## config.mk

```make
export PLATFORM = sky130hd
export DESIGN_NAME = burst_next_addr
export DESIGN_NICKNAME = d
export VERILOG_FILES = /design/src/rtl/burst_next_addr_pkg.sv /design/src/rtl/bna_step_dec.sv /design/src/rtl/bna_wrap_mask.sv /design/src/rtl/burst_next_addr.sv
export SDC_FILE = /design/constraint.sdc
export NUM_CORES = 1
export LEC_CHECK = 0
export ABC_CLOCK_PERIOD_IN_PS = 3800
export BUFFER_PORTS_ARGS = -buffer_cell sky130_fd_sc_hd__buf_4
export CAP_MARGIN = 0
export CORE_MARGIN = 3
export CORE_UTILIZATION = 49
export DETAILED_ROUTE_END_ITERATION = 10
export GPL_TIMING_DRIVEN = 0
export PLACE_DENSITY = 0.85
export SYNTH_ARGS = -nofsm -noshare
export SYNTH_HDL_FRONTEND = slang
export SYNTH_SLANG_ARGS = --single-unit
export TNS_END_PERCENT = 20
```

## constraint.sdc

```tcl
create_clock -name vclk -period 3.8
set_input_delay 0.57 -clock vclk [all_inputs]
set_output_delay 0.57 -clock vclk [all_outputs]
set_load 0.01 [all_outputs]
```

## src/rtl/burst_next_addr_pkg.sv

```systemverilog
// Shared encodings for the next-beat address generator.
package burst_next_addr_pkg;
    // Burst kind code as presented on the burst_kind input.
    typedef enum logic [1:0] {
        BURST_HOLD = 2'b00,
        BURST_STEP = 2'b01,
        BURST_LOOP = 2'b10,
        BURST_RSVD = 2'b11
    } burst_kind_e;
endpackage

```

## src/rtl/bna_step_dec.sv

```systemverilog
// Decodes the beat-size code into a byte step and a mask of the
// sub-beat address bits. Assumes the code is at most log2(DW/8);
// a larger code is clamped to the bus word size.
module bna_step_dec #(
    parameter int AW = 32,
    parameter int DW = 32
) (
    input  logic [2:0]    size_code,
    output logic [AW-1:0] step,
    output logic [AW-1:0] low_mask
);
    localparam int WORD_LG = $clog2(DW / 8);
    localparam logic [2:0] MAX_CODE = 3'(WORD_LG);

    logic [2:0] eff_code;

    // Clamp the size code to the widest beat the bus carries.
    always_comb begin
        eff_code = (size_code > MAX_CODE) ? MAX_CODE : size_code;
    end

    // Form the step and the mask of the bytes inside one beat.
    always_comb begin
        step     = AW'(1) << eff_code;
        low_mask = step - AW'(1);
    end
endmodule

```

## src/rtl/bna_wrap_mask.sv

```systemverilog
// Builds the mask of the address bits inside a looping window of
// (len+1) beats. Assumes len+1 is a power of two, so the mask is
// len shifted by the size code, ORed with the sub-beat mask.
module bna_wrap_mask #(
    parameter int AW = 32
) (
    input  logic [7:0]    len,
    input  logic [2:0]    size_code,
    input  logic [AW-1:0] low_mask,
    output logic [AW-1:0] win_mask
);
    // Shift the length into place and fill in the bits below one beat.
    always_comb begin
        win_mask = (AW'(len) << size_code) | low_mask;
    end
endmodule

```

## src/rtl/burst_next_addr.sv

```systemverilog
// Top of the next-beat address generator. Purely combinational.
// Assumes legal inputs: no reserved kind, size within the bus word,
// looping lengths of 1/3/7/15 on word-aligned addresses, and
// stepping bursts that stay inside a 4096-byte page.
module burst_next_addr #(
    parameter int AW = 32,
    parameter int DW = 32
) (
    input  logic [AW-1:0] cur_addr,
    input  logic [2:0]    beat_size,
    input  logic [1:0]    burst_kind,
    input  logic [7:0]    beat_len,
    output logic [AW-1:0] next_addr
);
    import burst_next_addr_pkg::*;

    logic [AW-1:0] step;
    logic [AW-1:0] low_mask;
    logic [AW-1:0] win_mask;
    logic [AW-1:0] base;
    logic [AW-1:0] bumped;
    burst_kind_e   kind;

    bna_step_dec #(.AW(AW), .DW(DW)) u_step (
        .size_code (beat_size),
        .step      (step),
        .low_mask  (low_mask)
    );

    bna_wrap_mask #(.AW(AW)) u_wrap (
        .len       (beat_len),
        .size_code (beat_size),
        .low_mask  (low_mask),
        .win_mask  (win_mask)
    );

    // Align the current address down to the beat and add one step.
    always_comb begin
        base   = cur_addr & ~low_mask;
        bumped = base + step;
    end

    // Choose the result according to the burst kind.
    always_comb begin
        kind = burst_kind_e'(burst_kind);
        unique case (kind)
            BURST_STEP: next_addr = bumped;
            BURST_LOOP: next_addr = (cur_addr & ~win_mask) | (bumped & win_mask);
            default:    next_addr = cur_addr;
        endcase
    end
endmodule

```

== Yosys cells after proc, flatten, opt, wreduce, memory -nomap -nowiden ==
Cells that the tools add are included.
W data, S select, Z words.
Cells by class
  add/subtract/negate cells: 2
  $lt $le $gt $ge: 1
  equal/unequal tests: 2
  shift operators: 2
  mux-type cells: 2
  bitwise operators: 7
Operators with widths (number)
  $and A32 B32 Y32: 3
  $not A32 Y32: 2
  $or A32 B32 Y32: 2
  $pmux W32 S2: 1
  $add A32 B32 Y32: 1
  $shl A1 B3 Y32 const A: 1
  $shl A8 B3 Y32: 1
  $sub A32 B1 Y32 const B: 1
  $gt A3 B2 Y1 const B: 1
  $mux W3: 1
  $eq A2 B1 Y1 const B: 1
  $eq A2 B2 Y1 const B: 1
Storage, ports and cells
  register bits: 0
  input port bits: 45
  output and inout port bits: 32
  word-level logic and storage cells: 16

== Longest topological paths before layout ==
Gate-level depths: netlist (run 1).
  depth in word-level cells: 10
  mapped depth: 12
  gate-level depth less buffers: 9

== Modules after synthesis ==
Synthesis (run 1) repeated with hierarchy kept, for this count alone.
Second synthesis, totals
  cell total of the unflattened synthesis: 595
  area total of the unflattened synthesis: 3986.3 um^2
By module, submodules not included
  burst_next_addr: times used 1, cells an instance 451, area an instance 2907.8 um^2, sequential area each 0.0 um^2
  bna_wrap_mask: times used 1, cells an instance 78, area an instance 595.6 um^2, sequential area each 0.0 um^2
  bna_step_dec: times used 1, cells an instance 66, area an instance 483.0 um^2, sequential area each 0.0 um^2

== Least setup slack after synthesis (run 1) ==
OpenSTA, ideal clock, no wires.
  kind: in2out
  start point: input port beat_size[1]
  end point: output port next_addr[26]
  arrival time: 3.216 ns
  required time: 3.230 ns
  slack: 0.014 ns
  stages on the path: 11
  buffers on the path: 2
  cell sequence: buf_4 clkbuf_1 nor2_1 and2_1 fa_1 a211oi_1 o21bai_1 a21oi_2 nand4b_1 nor3_1 nor4_1
On the way
  word-level cells in the longest chain between the ends: 10
  elaborated cells between the ends (all ways): 14
  those cells by class: add/sub: 2; order compare: 1; shift: 2; mux: 2; bitwise: 7
Ends and longest elaborated chain
  from (decl): line burst_next_addr.sv:10  | input logic [2:0] beat_size,
  $gt A3 B2 Y1: line bna_step_dec.sv:19  | eff_code = (size_code > MAX_CODE) ? MAX_CODE : size_code;
  $mux W3: line bna_step_dec.sv:19
  $shl A1 B3 Y32: line bna_step_dec.sv:24  | step = AW'(1) << eff_code;
  $sub A32 B1 Y32: line bna_step_dec.sv:25  | low_mask = step - AW'(1);
  $not A32 Y32: line burst_next_addr.sv:39  | base = cur_addr & ~low_mask;
  $and A32 B32 Y32: line burst_next_addr.sv:39
  $add A32 B32 Y32: line burst_next_addr.sv:40  | bumped = base + step;
  $and A32 B32 Y32: line burst_next_addr.sv:48  | BURST_LOOP: next_addr = (cur_addr & ~win_mask) | (bumped & win_mask);
  $or A32 B32 Y32: line burst_next_addr.sv:48
  $pmux W32 S2 (*): line burst_next_addr.sv:46  | unique case (kind)
  to (decl): line burst_next_addr.sv:13  | output logic [AW-1:0] next_addr
Mark *: on every way between the ends. The rest lies on a longest branch, timed or not.

== Worst setup path after layout (run 1) ==
  start point: input port beat_size[2]
  end point: output port next_addr[13]
The elaborated chain is that of the path after synthesis.

==> metrics.md, run 1 <==
| Metric | Value |
|---|---|
| First-pass GRT wire length | `10200 um` |
| Critical Path Fanout Max | `10` |
| Layout Nets | `414` |
| Layout cells sized above 1 | `0.272` |
| Synth Warn # | `0` |
| Core area | `0.00339 sq mm` |
| GR Util All Layers | `0.285` |
| Area of the multi-input gates | `0.00167 sq mm` |
| Fill count | `291` |
| Status | `finished clean` |
| Maxcap violations | `0` |
| Sequential area share after synthesis | `0` |
| Clock buffers | `0` |
| I/O Pins | `77` |
| Vias per inst | `6.44` |
| Pwr/cell area | `129 mW/mm^2` |
| Die Area | `0.00431 sq mm` |
| Final global-route overflow total | `0` |
| Origin of the worst setup path | `beat_size[2]` |
| Post-route minimum period | `3.68 ns` |
| Mapped Area | `0.00174 sq mm` |
| Height of the die | `65.6 um` |
| Worst hold slack | `1.43 ns` |
| Via count | `2613` |
| Slew Viols, Final | `0` |
| Post-DRT Antenna Nets | `0` |
| Layout area overhead | `40.7%` |
| Final cell utilization of the core | `0.723` |
| Pre-Repair DR Iteration Count | `6` |
| Initial antenna violation count | `0` |
| Mean post-synth cell area | `6.27 sq um` |
| Min-Delay Path Class | `in -> out` |
| Vias in the first global route | `2277` |
| Placement Rows | `21` |
| Slew headroom | `0.597` |
| Initial DRC count | `257` |
| Total wire length | `6460 um` |
| CP required | `3.23 ns` |
| FF/Latch Area | `0 sq um` |
| VDD IR max | `71.6 uV` |
| Initial Util | `0.514` |
| Die Span X | `65.6 um` |
| FFs & Latches | `0` |
| Critical path type | `in -> out` |
| Final HPWL DP | `4970 um` |
| Setup violations, final | `0` |
| Hold path endpoint | `next_addr[24]` |
| Distinct cells, synth | `53` |
| Crit path arrival time | `3.11 ns` |
| Worst hold stages | `3` |
| Hold Violations, Final | `0` |
| Least-Margin Pin Slew | `0.605 ns` |
| Final Non-Filler Cells | `406` |
| Final WS setup | `0.123 ns` |
| Synthesized instance count | `278` |
| Remaining routing DRC violations | `0` |
| Worst Hold Launch | `cur_addr[24]` |
| RSZ-0062 raised after global routing | `true` |
| Leakage power | `0.00106 uW` |
| CP startpoint kind | `input port` |
| Wirelength per Cell | `15.9 um` |
| Final RePlAce weighted congestion | `0.951` |
| Largest net degree at the start of global routing | `11` |
| Post-route clock period utilization | `0.968` |
| DP Cell Count | `400` |
| Ant. Diodes | `0` |
| Pwr Total | `316 uW` |
| CP Capture Type | `output pin` |
| Pre-CTS WS | `-0.426 ns` |
| Max frequency | `272 MHz` |
| PortBufs | `74` |
logic make-up (layout without fill, tap and decap cells):
| logic type | after synthesis | count (layout) | synth area share |
|---|---|---|---|
| fa+ha+maj | 7 | 7 | 0.0546 |
| other cells | 2 | 4 | 0.00431 |
| buf+inv | 27 | 107 | 0.0647 |
| mux | 19 | 19 | 0.117 |
| compound gates | 101 | 101 | 0.385 |
| simple gates | 119 | 119 | 0.359 |
| xor+xnor | 3 | 3 | 0.0151 |
worst max path at each step:
stage / to / slack, ns / cells after the start
after floorplan: next_addr[26] / 0.01 / 11
after global placement: next_addr[26] / -0.38 / 12
after detailed placement: next_addr[26] / -0.43 / 12
after CTS: next_addr[29] / 0.01 / 12
after global routing: next_addr[24] / -0.02 / 13
final: next_addr[13] / 0.12 / 13
worst max-delay path, stage by stage:
cell and delay, ns:
buf_4 0.13, buf_4 0.20, nor2_4 0.07, and2_1 0.18, ha_1 0.27, nand3b_1 0.11, a211o_4 0.40, a21oi_1 0.30
and2_1 0.19, buf_2 0.17, a21oi_1 0.08, a311oi_1 0.25, buf_4 0.18
final cells by class:
type	count	area share
multi-input combinational	253	0.680
timing repair buffer	80	0.245
buffer	19	0.0393
inverter	8	0.0123
tap	46	0.0235
routing by layer:
layer,wire [um],vias up,GRT usage,part of all wire
li1,-,1234,-,-
met1,2820,1208,0.429,0.44
met2,2910,158,0.446,0.45
met3,620,13,0.00855,0.096
met4,105,0,0.0570,0.016
met5,0,-,0,0
cells in the mapped netlist, drive strengths merged (6+ instances only):
cell type,count,area share
o31ai,7,0.030
o21ai,20,0.057
a31oi,11,0.040
nand2,27,0.058
a21oi,32,0.096
ha,6,0.043
nand2b,11,0.040
clkbuf,13,0.028
nor3,15,0.043
nand3,12,0.034
mux2i,17,0.098
and3,6,0.022
buf,6,0.019
o311ai,7,0.035
inv,8,0.017
nor2,22,0.047
stage by stage:
stage / area, sq um / TNS (ns)
after floorplan: 1750 / 0
after global placement: 2360 / -4.42
after detailed placement: 2360 / -5.09
after CTS: 2420 / 0
after global routing: 2450 / -0.0525
final: 2450 / 0
layout by cell type, fill, tap and decap left out, types with 6 or more instances in the layout:
master,count
o311ai_0,6
nor3_1,14
nand2b_1,11
nand3_1,12
a31oi_1,11
nand2_1,27
ha_1,6
buf_4,83
nor2_1,21
o31ai_1,7
o21ai_0,18
mux2i_1,17
and3_1,6
a21oi_1,30
inv_1,8
clkbuf_1,11
where the power goes:
group / internal (uW) / total, uW / switching (uW) / leakage (uW)
Clock: 0 / 0 / 0 / 0
Sequential: 0 / 0 / 0 / 0
Combinational: 142 / 316 / 173 / 0.00106
repair_timing:
action,CTS,global route
setup endpoints to repair,24,20
endpoints found under the hold margin,0,0
pin swaps,2,2
buffers inserted,6,0
gates resized for setup,4,14
hold buffers,0,0
Power figures use the tool's default switching activity.
==> inputs of run 2 (changes only) <==
--- a/config.mk
+++ b/config.mk
@@ -6,13 +6,13 @@
 export NUM_CORES = 1
 export LEC_CHECK = 0
 export ABC_CLOCK_PERIOD_IN_PS = 3800
-export BUFFER_PORTS_ARGS = -buffer_cell sky130_fd_sc_hd__buf_4
 export CAP_MARGIN = 0
 export CORE_MARGIN = 3
 export CORE_UTILIZATION = 49
 export DETAILED_ROUTE_END_ITERATION = 10
+export DONT_BUFFER_PORTS = 1
 export GPL_TIMING_DRIVEN = 0
-export PLACE_DENSITY = 0.85
+export PLACE_DENSITY = 0.67
 export SYNTH_ARGS = -nofsm -noshare
 export SYNTH_HDL_FRONTEND = slang
 export SYNTH_SLANG_ARGS = --single-unit
==> run 2 against run 1 <==
Die area unchanged. Worst setup slack about the same. Utilization down 17 points. Sequential share of layout area unchanged. Final cell count down 19%. First-iteration DRC count down 18%.
==> metrics.md, run 2 (synthesis results as in run 1) <==
| Metric | Value |
|---|---|
| Height of the die | `65.6 um (unchanged)` |
| Largest net degree at the start of global routing | `11 (unchanged)` |
| Total wire length | `5850 um (-9.4%)` |
| Slowest stage cell on the critical path | `or4_1` |
| Placement Rows | `21 (unchanged)` |
| Core area | `0.00339 sq mm (unchanged)` |
| PortBufs | `0 (-100%)` |
| CP startpoint kind | `input port` |
| Setup violations, final | `0 (unchanged)` |
| Internal | `79.0 uW (-44%)` |
| Die Span X | `65.6 um (unchanged)` |
| Critical path type | `in -> out` |
| Initial antenna violation count | `0 (unchanged)` |
| Least-Margin Pin Slew | `0.570 ns (-0.0349 ns)` |
| Levels on crit path | `11 (-2)` |
| Slew headroom | `0.619 (+0.0219)` |
| Critical Path Fanout Max | `10 (unchanged)` |
| Layout cells sized above 1 | `0.0957 (-0.176)` |
| Leakage power | `0.000680 uW (-36%)` |
| Remaining routing DRC violations | `0 (unchanged)` |
| DP Cell Count | `326 (-19%)` |
| Min-Delay Path Class | `in -> out` |
| FF/Latch Area | `0 sq um (unchanged)` |
| Worst hold slack | `1.21 ns (-0.221 ns)` |
| Post-route minimum period | `3.68 ns (-0.000269 ns)` |
| Post-DP Area | `0.00181 sq mm (-24%)` |
| Final WS setup | `0.123 ns (+0.000269 ns)` |
| Area of the multi-input gates | `0.00169 sq mm (+1.6%)` |
| Final HPWL DP | `4430 um (-11%)` |
| Pwr/cell area | `116 mW/mm^2 (-10%)` |
| Die Area | `0.00431 sq mm (unchanged)` |
| Crit path arrival time | `3.11 ns (about the same)` |
| Post-route clock period utilization | `0.968 (about the same)` |
| Fill count | `363 (+25%)` |
| RSZ-0062 raised after global routing | `true` |
| Vias per inst | `7.01 (+9.0%)` |
| FFs & Latches | `0 (unchanged)` |
| Switch Pwr | `139 uW (-20%)` |
| Cell family with most CP delay | `simple AND/OR/NAND/NOR gates` |
| Most frequent cells in the layout | `a21oi_1, nand2_1, nor2_1` |
| Final global-route overflow total | `0 (unchanged)` |
| Hold-fix buffers, CTS | `0 (unchanged)` |
| Hold Violations, Final | `0 (unchanged)` |
| Clock buffers | `0 (unchanged)` |
| Crit-path cells | `buf_4, clkbuf_8, nor2_2, and2_1, ha_1, nor3_1, a211o_1, a21oi_2, nand4_1, or4_1, nand3_1` |
| Via count | `2300 (-12%)` |
| Final instance area | `0.00189 sq mm (-23%)` |
| Post-DRT Antenna Nets | `0 (unchanged)` |
| Final Non-Filler Cells | `328 (-19%)` |
| Pre-Repair DR Iteration Count | `5 (-1)` |
| Sw frac | `0.638 (+0.0886)` |
| Worst Hold Launch | `cur_addr[18]` |
| Flop pwr share | `0 (unchanged)` |
| Initial Util | `0.514 (unchanged)` |
| Wirelength per Cell | `17.8 um (+12%)` |
| Ant. Diodes | `0 (unchanged)` |
| Initial DRC count | `211 (-18%)` |
| Most common cell after layout, fill and taps aside | `a21oi_1` |
| Final setup TNS | `0 ns (unchanged)` |
| Hold path endpoint | `next_addr[18]` |
| Worst hold stages | `1 (-2)` |
| VDD IR max | `61.1 uV (-15%)` |
| Part of the power in combinational logic | `1.000 (about the same)` |
| Layout area overhead | `8.41%` |
| Buf/Inv on CP | `2 (-2)` |
| Pre-CTS WS | `-0.519 ns (-0.0930 ns)` |
| Critical path's largest stage delay | `0.43 ns (+0.03 ns)` |
| Layout Nets | `336 (-19%)` |
| CP required | `3.23 ns (about the same)` |
| CP Capture Type | `output pin` |
| Max frequency | `272 MHz (about the same)` |
| Clk pwr share | `0 (unchanged)` |
| I/O Pins | `77 (unchanged)` |
| Vias in the first global route | `1820 (-20%)` |
| GR Util All Layers | `0.249 (-0.0355)` |
| Status | `finished clean` |
| Slew Viols, Final | `0 (unchanged)` |
| Maxcap violations | `0 (unchanged)` |
| Final RePlAce weighted congestion | `0.874 (-8.0%)` |
| First-pass GRT wire length | `8880 um (-13%)` |
-- run 2: cell types whose count changed in the layout (fill, tap and decap cells not counted), sizes merged --
cell	delta
buf	-79
clkbuf	+1
-- run 2: through the flow --
step,total power [uW],utilization
final,218,0.557
after CTS,208,0.546
after detailed placement,204,0.533
after global placement,202,0.533
after global routing,239,0.557
after floorplan,167,-
-- run 2: power groups by stage --
stage / Clock [uW] / Sequential [uW] / Combinational, uW
final: 0 / 0 / 218
after global routing: 0 / 0 / 239
after CTS: 0 / 0 / 208
after detailed placement: 0 / 0 / 204
after global placement: 0 / 0 / 202
after floorplan: 0 / 0 / 167
-- run 2: worst max-delay path by stage --
stage	start	to	slack, ns
floorplan	beat_size[1]	next_addr[26]	0.01
global placement	beat_size[1]	next_addr[26]	-0.47
CTS	beat_size[1]	next_addr[11]	0.004
finish	beat_size[1]	next_addr[29]	0.12
detailed placement	beat_size[1]	next_addr[26]	-0.52
global route	beat_size[1]	next_addr[11]	-0.06
-- run 2: area by class of cell --
cell class         count  area share
repair buffers         2     0.00795
multi-input cells    253       0.896
well taps             46      0.0305
inverters              8      0.0159
plain buffers         19      0.0497
-- run 2: timing repair --
item                                    CTS  global route
setup buffers                             2             0
endpoints found under the setup margin   23            24
pin swaps                                 2             1
resized for setup                         7            10
-- run 2: routing by layer --
metal,vias to the layer above,share of wire,GRT usage
met5,-,0,0
met4,0,0.0070,0.0181
met3,8,0.12,0.0393
met2,137,0.45,0.363
met1,1077,0.43,0.391
li1,1078,-,-
==> inputs of run 3 (changes only) <==
--- a/config.mk
+++ b/config.mk
@@ -12,8 +12,10 @@
 export DETAILED_ROUTE_END_ITERATION = 10
 export DONT_BUFFER_PORTS = 1
 export GPL_TIMING_DRIVEN = 0
+export MAX_ROUTING_LAYER = met4
 export PLACE_DENSITY = 0.67
+export SETUP_SLACK_MARGIN = 0.5
 export SYNTH_ARGS = -nofsm -noshare
 export SYNTH_HDL_FRONTEND = slang
 export SYNTH_SLANG_ARGS = --single-unit
-export TNS_END_PERCENT = 20
+export TNS_END_PERCENT = 100
==> run 3 against run 2 <==
Critical path depth grew 1. Power grew 15%. Maximum frequency grew 12%. Critical endpoint is now next_addr[25]. Final cell count grew 4.6%. Largest cell class unchanged.
==> metrics.md, run 3 (synthesis results as in run 1) <==
| Metric | Value |
|---|---|
| Maxcap violations | `0 (unchanged)` |
| Height of the die | `65.6 um (unchanged)` |
| Remaining routing DRC violations | `0 (unchanged)` |
| Buf/Inv on CP | `3 (+1)` |
| Initial DRC count | `144 (-32%)` |
| CP startpoint kind | `input port` |
| Layout Nets | `351 (+4.5%)` |
| Pre-CTS WS | `0.0834 ns (+0.602 ns)` |
| Critical Path Fanout Max | `4 (-6)` |
| Setup violations, final | `0 (unchanged)` |
| First-pass GRT wire length | `9640 um (+8.5%)` |
| Post-DRT Antenna Nets | `0 (unchanged)` |
| Final RePlAce weighted congestion | `0.855 (-2.2%)` |
| Initial antenna violation count | `0 (unchanged)` |
| CP Capture Type | `output pin` |
| Slew headroom | `0.567 (-0.0517)` |
| Final setup TNS | `0 ns (unchanged)` |
| Crit path arrival time | `2.72 ns (-0.39 ns)` |
| Die Span X | `65.6 um (unchanged)` |
| Final global-route overflow total | `0 (unchanged)` |
| Vias per inst | `6.75 (-3.8%)` |
| FFs & Latches | `0 (unchanged)` |
| Cell family with most CP delay | `compound AO/OA/AOI/OAI gates` |
| Pwr/cell area | `115 mW/mm^2 (-1.0%)` |
| Most frequent cells in the layout | `a21oi_1, nand2_1, nor2_1` |
| Pre-Repair DR Iteration Count | `5 (unchanged)` |
| Min-Delay Path Class | `in -> out` |
| Slowest stage cell on the critical path | `a211o_4` |
| FF/Latch Area | `0 sq um (unchanged)` |
| Largest net degree at the start of global routing | `11 (unchanged)` |
| Leakage power | `0.000799 uW (+17%)` |
| Pwr Total | `251 uW (+15%)` |
| Least-Margin Pin Slew | `0.650 ns (+0.0796 ns)` |
| Critical path's largest stage delay | `0.39 ns (-0.04 ns)` |
| Post-route minimum period | `3.29 ns (-0.383 ns)` |
| Placement Rows | `21 (unchanged)` |
| CP required | `3.23 ns (about the same)` |
| Max frequency | `304 MHz (+12%)` |
| Most common cell after layout, fill and taps aside | `a21oi_1` |
| Fill count | `325 (-10%)` |
| Vias in the first global route | `2071 (+14%)` |
| Layout area overhead | `25.9%` |
| Layout cells sized above 1 | `0.215 (+0.120)` |
| GR Util All Layers | `0.274 (+0.0252)` |
| Clock buffers | `0 (unchanged)` |
| Post-DP Area | `0.00189 sq mm (+4.6%)` |
| VDD IR max | `62.0 uV (+1.4%)` |
| Initial Util | `0.514 (unchanged)` |
| Status | `finished clean` |
| I/O Pins | `77 (unchanged)` |
| Worst Hold Launch | `cur_addr[25]` |
| Post-route clock period utilization | `0.867 (-0.101)` |
| Hold Violations, Final | `0 (unchanged)` |
| Worst hold stages | `1 (unchanged)` |
| Wirelength per Cell | `17.9 um (+0.52%)` |
| Final instance area | `0.00219 sq mm (+16%)` |
| Hold path endpoint | `next_addr[25]` |
| PortBufs | `0 (unchanged)` |
| Via count | `2314 (+0.61%)` |
| Die Area | `0.00431 sq mm (unchanged)` |
| Final WS setup | `0.506 ns (+0.383 ns)` |
| Final HPWL DP | `4600 um (+3.9%)` |
| Crit-path cells | `buf_12, clkbuf_16, nor2_4, and2_4, ha_4, nand3b_1, a211o_4, a2111oi_4, buf_4, a31oi_2, o21ai_2, o31ai_4` |
| RSZ-0062 raised after global routing | `true` |
| Core area | `0.00339 sq mm (unchanged)` |
| Total wire length | `6150 um (+5.1%)` |
| Ant. Diodes | `0 (unchanged)` |
| Hold-fix buffers, CTS | `0 (unchanged)` |
| Critical path type | `in -> out` |
| Slew Viols, Final | `0 (unchanged)` |
run 3: what timing repair did:
action	in CTS	in global routing
pin swaps	11	11
setup endpoints to repair	25	22
setup buffers	11	6
hold endpoints to repair	0	0
resized for setup	20	25
run 3: through the flow:
stage	util	cells	hold slack, ns
after floorplan	-	280	1.21
after global routing	0.647	343	1.21
after detailed placement	0.557	326	1.22
final	0.647	343	1.21
after CTS	0.605	337	1.21
after global placement	0.557	326	1.22
run 3: how the worst max path moves through the flow:
| stage | start | to | depth (start not counted) | slack, ns |
|---|---|---|---|---|
| 2_1_floorplan | beat_size[1] | next_addr[31] | 11 | 0.45 |
| 6_report | beat_size[1] | next_addr[25] | 12 | 0.51 |
| 4_1_cts | beat_size[1] | next_addr[25] | 12 | 0.48 |
| 3_5_place_dp | beat_size[0] | next_addr[26] | 10 | 0.08 |
| 5_1_grt | beat_size[1] | next_addr[25] | 12 | 0.39 |
| 3_3_place_gp | beat_size[0] | next_addr[26] | 10 | 0.12 |
run 3: final cells by class:
cell class | instances | area [sq um] | share of cell area
Buffer | 19 | 136 | 0.0622
Tap cell | 46 | 57.6 | 0.0263
Multi-Input combinational cell | 253 | 1840 | 0.838
Inverter | 8 | 30.0 | 0.0137
Timing Repair Buffer | 17 | 131 | 0.0599
run 3: per-layer routing:
metal  vias up  global-route usage  routed length [um]
li1       1110                   -                   -
met1      1068               0.379                2600
met2       122               0.447                2900
met3        14              0.0291                 596
met4         0              0.0233                  60
met5         -                   -                   0
run 3: power by group:
part           switching, uW  internal, uW
combinational            152          98.6
clock                      0             0
sequential                 0             0
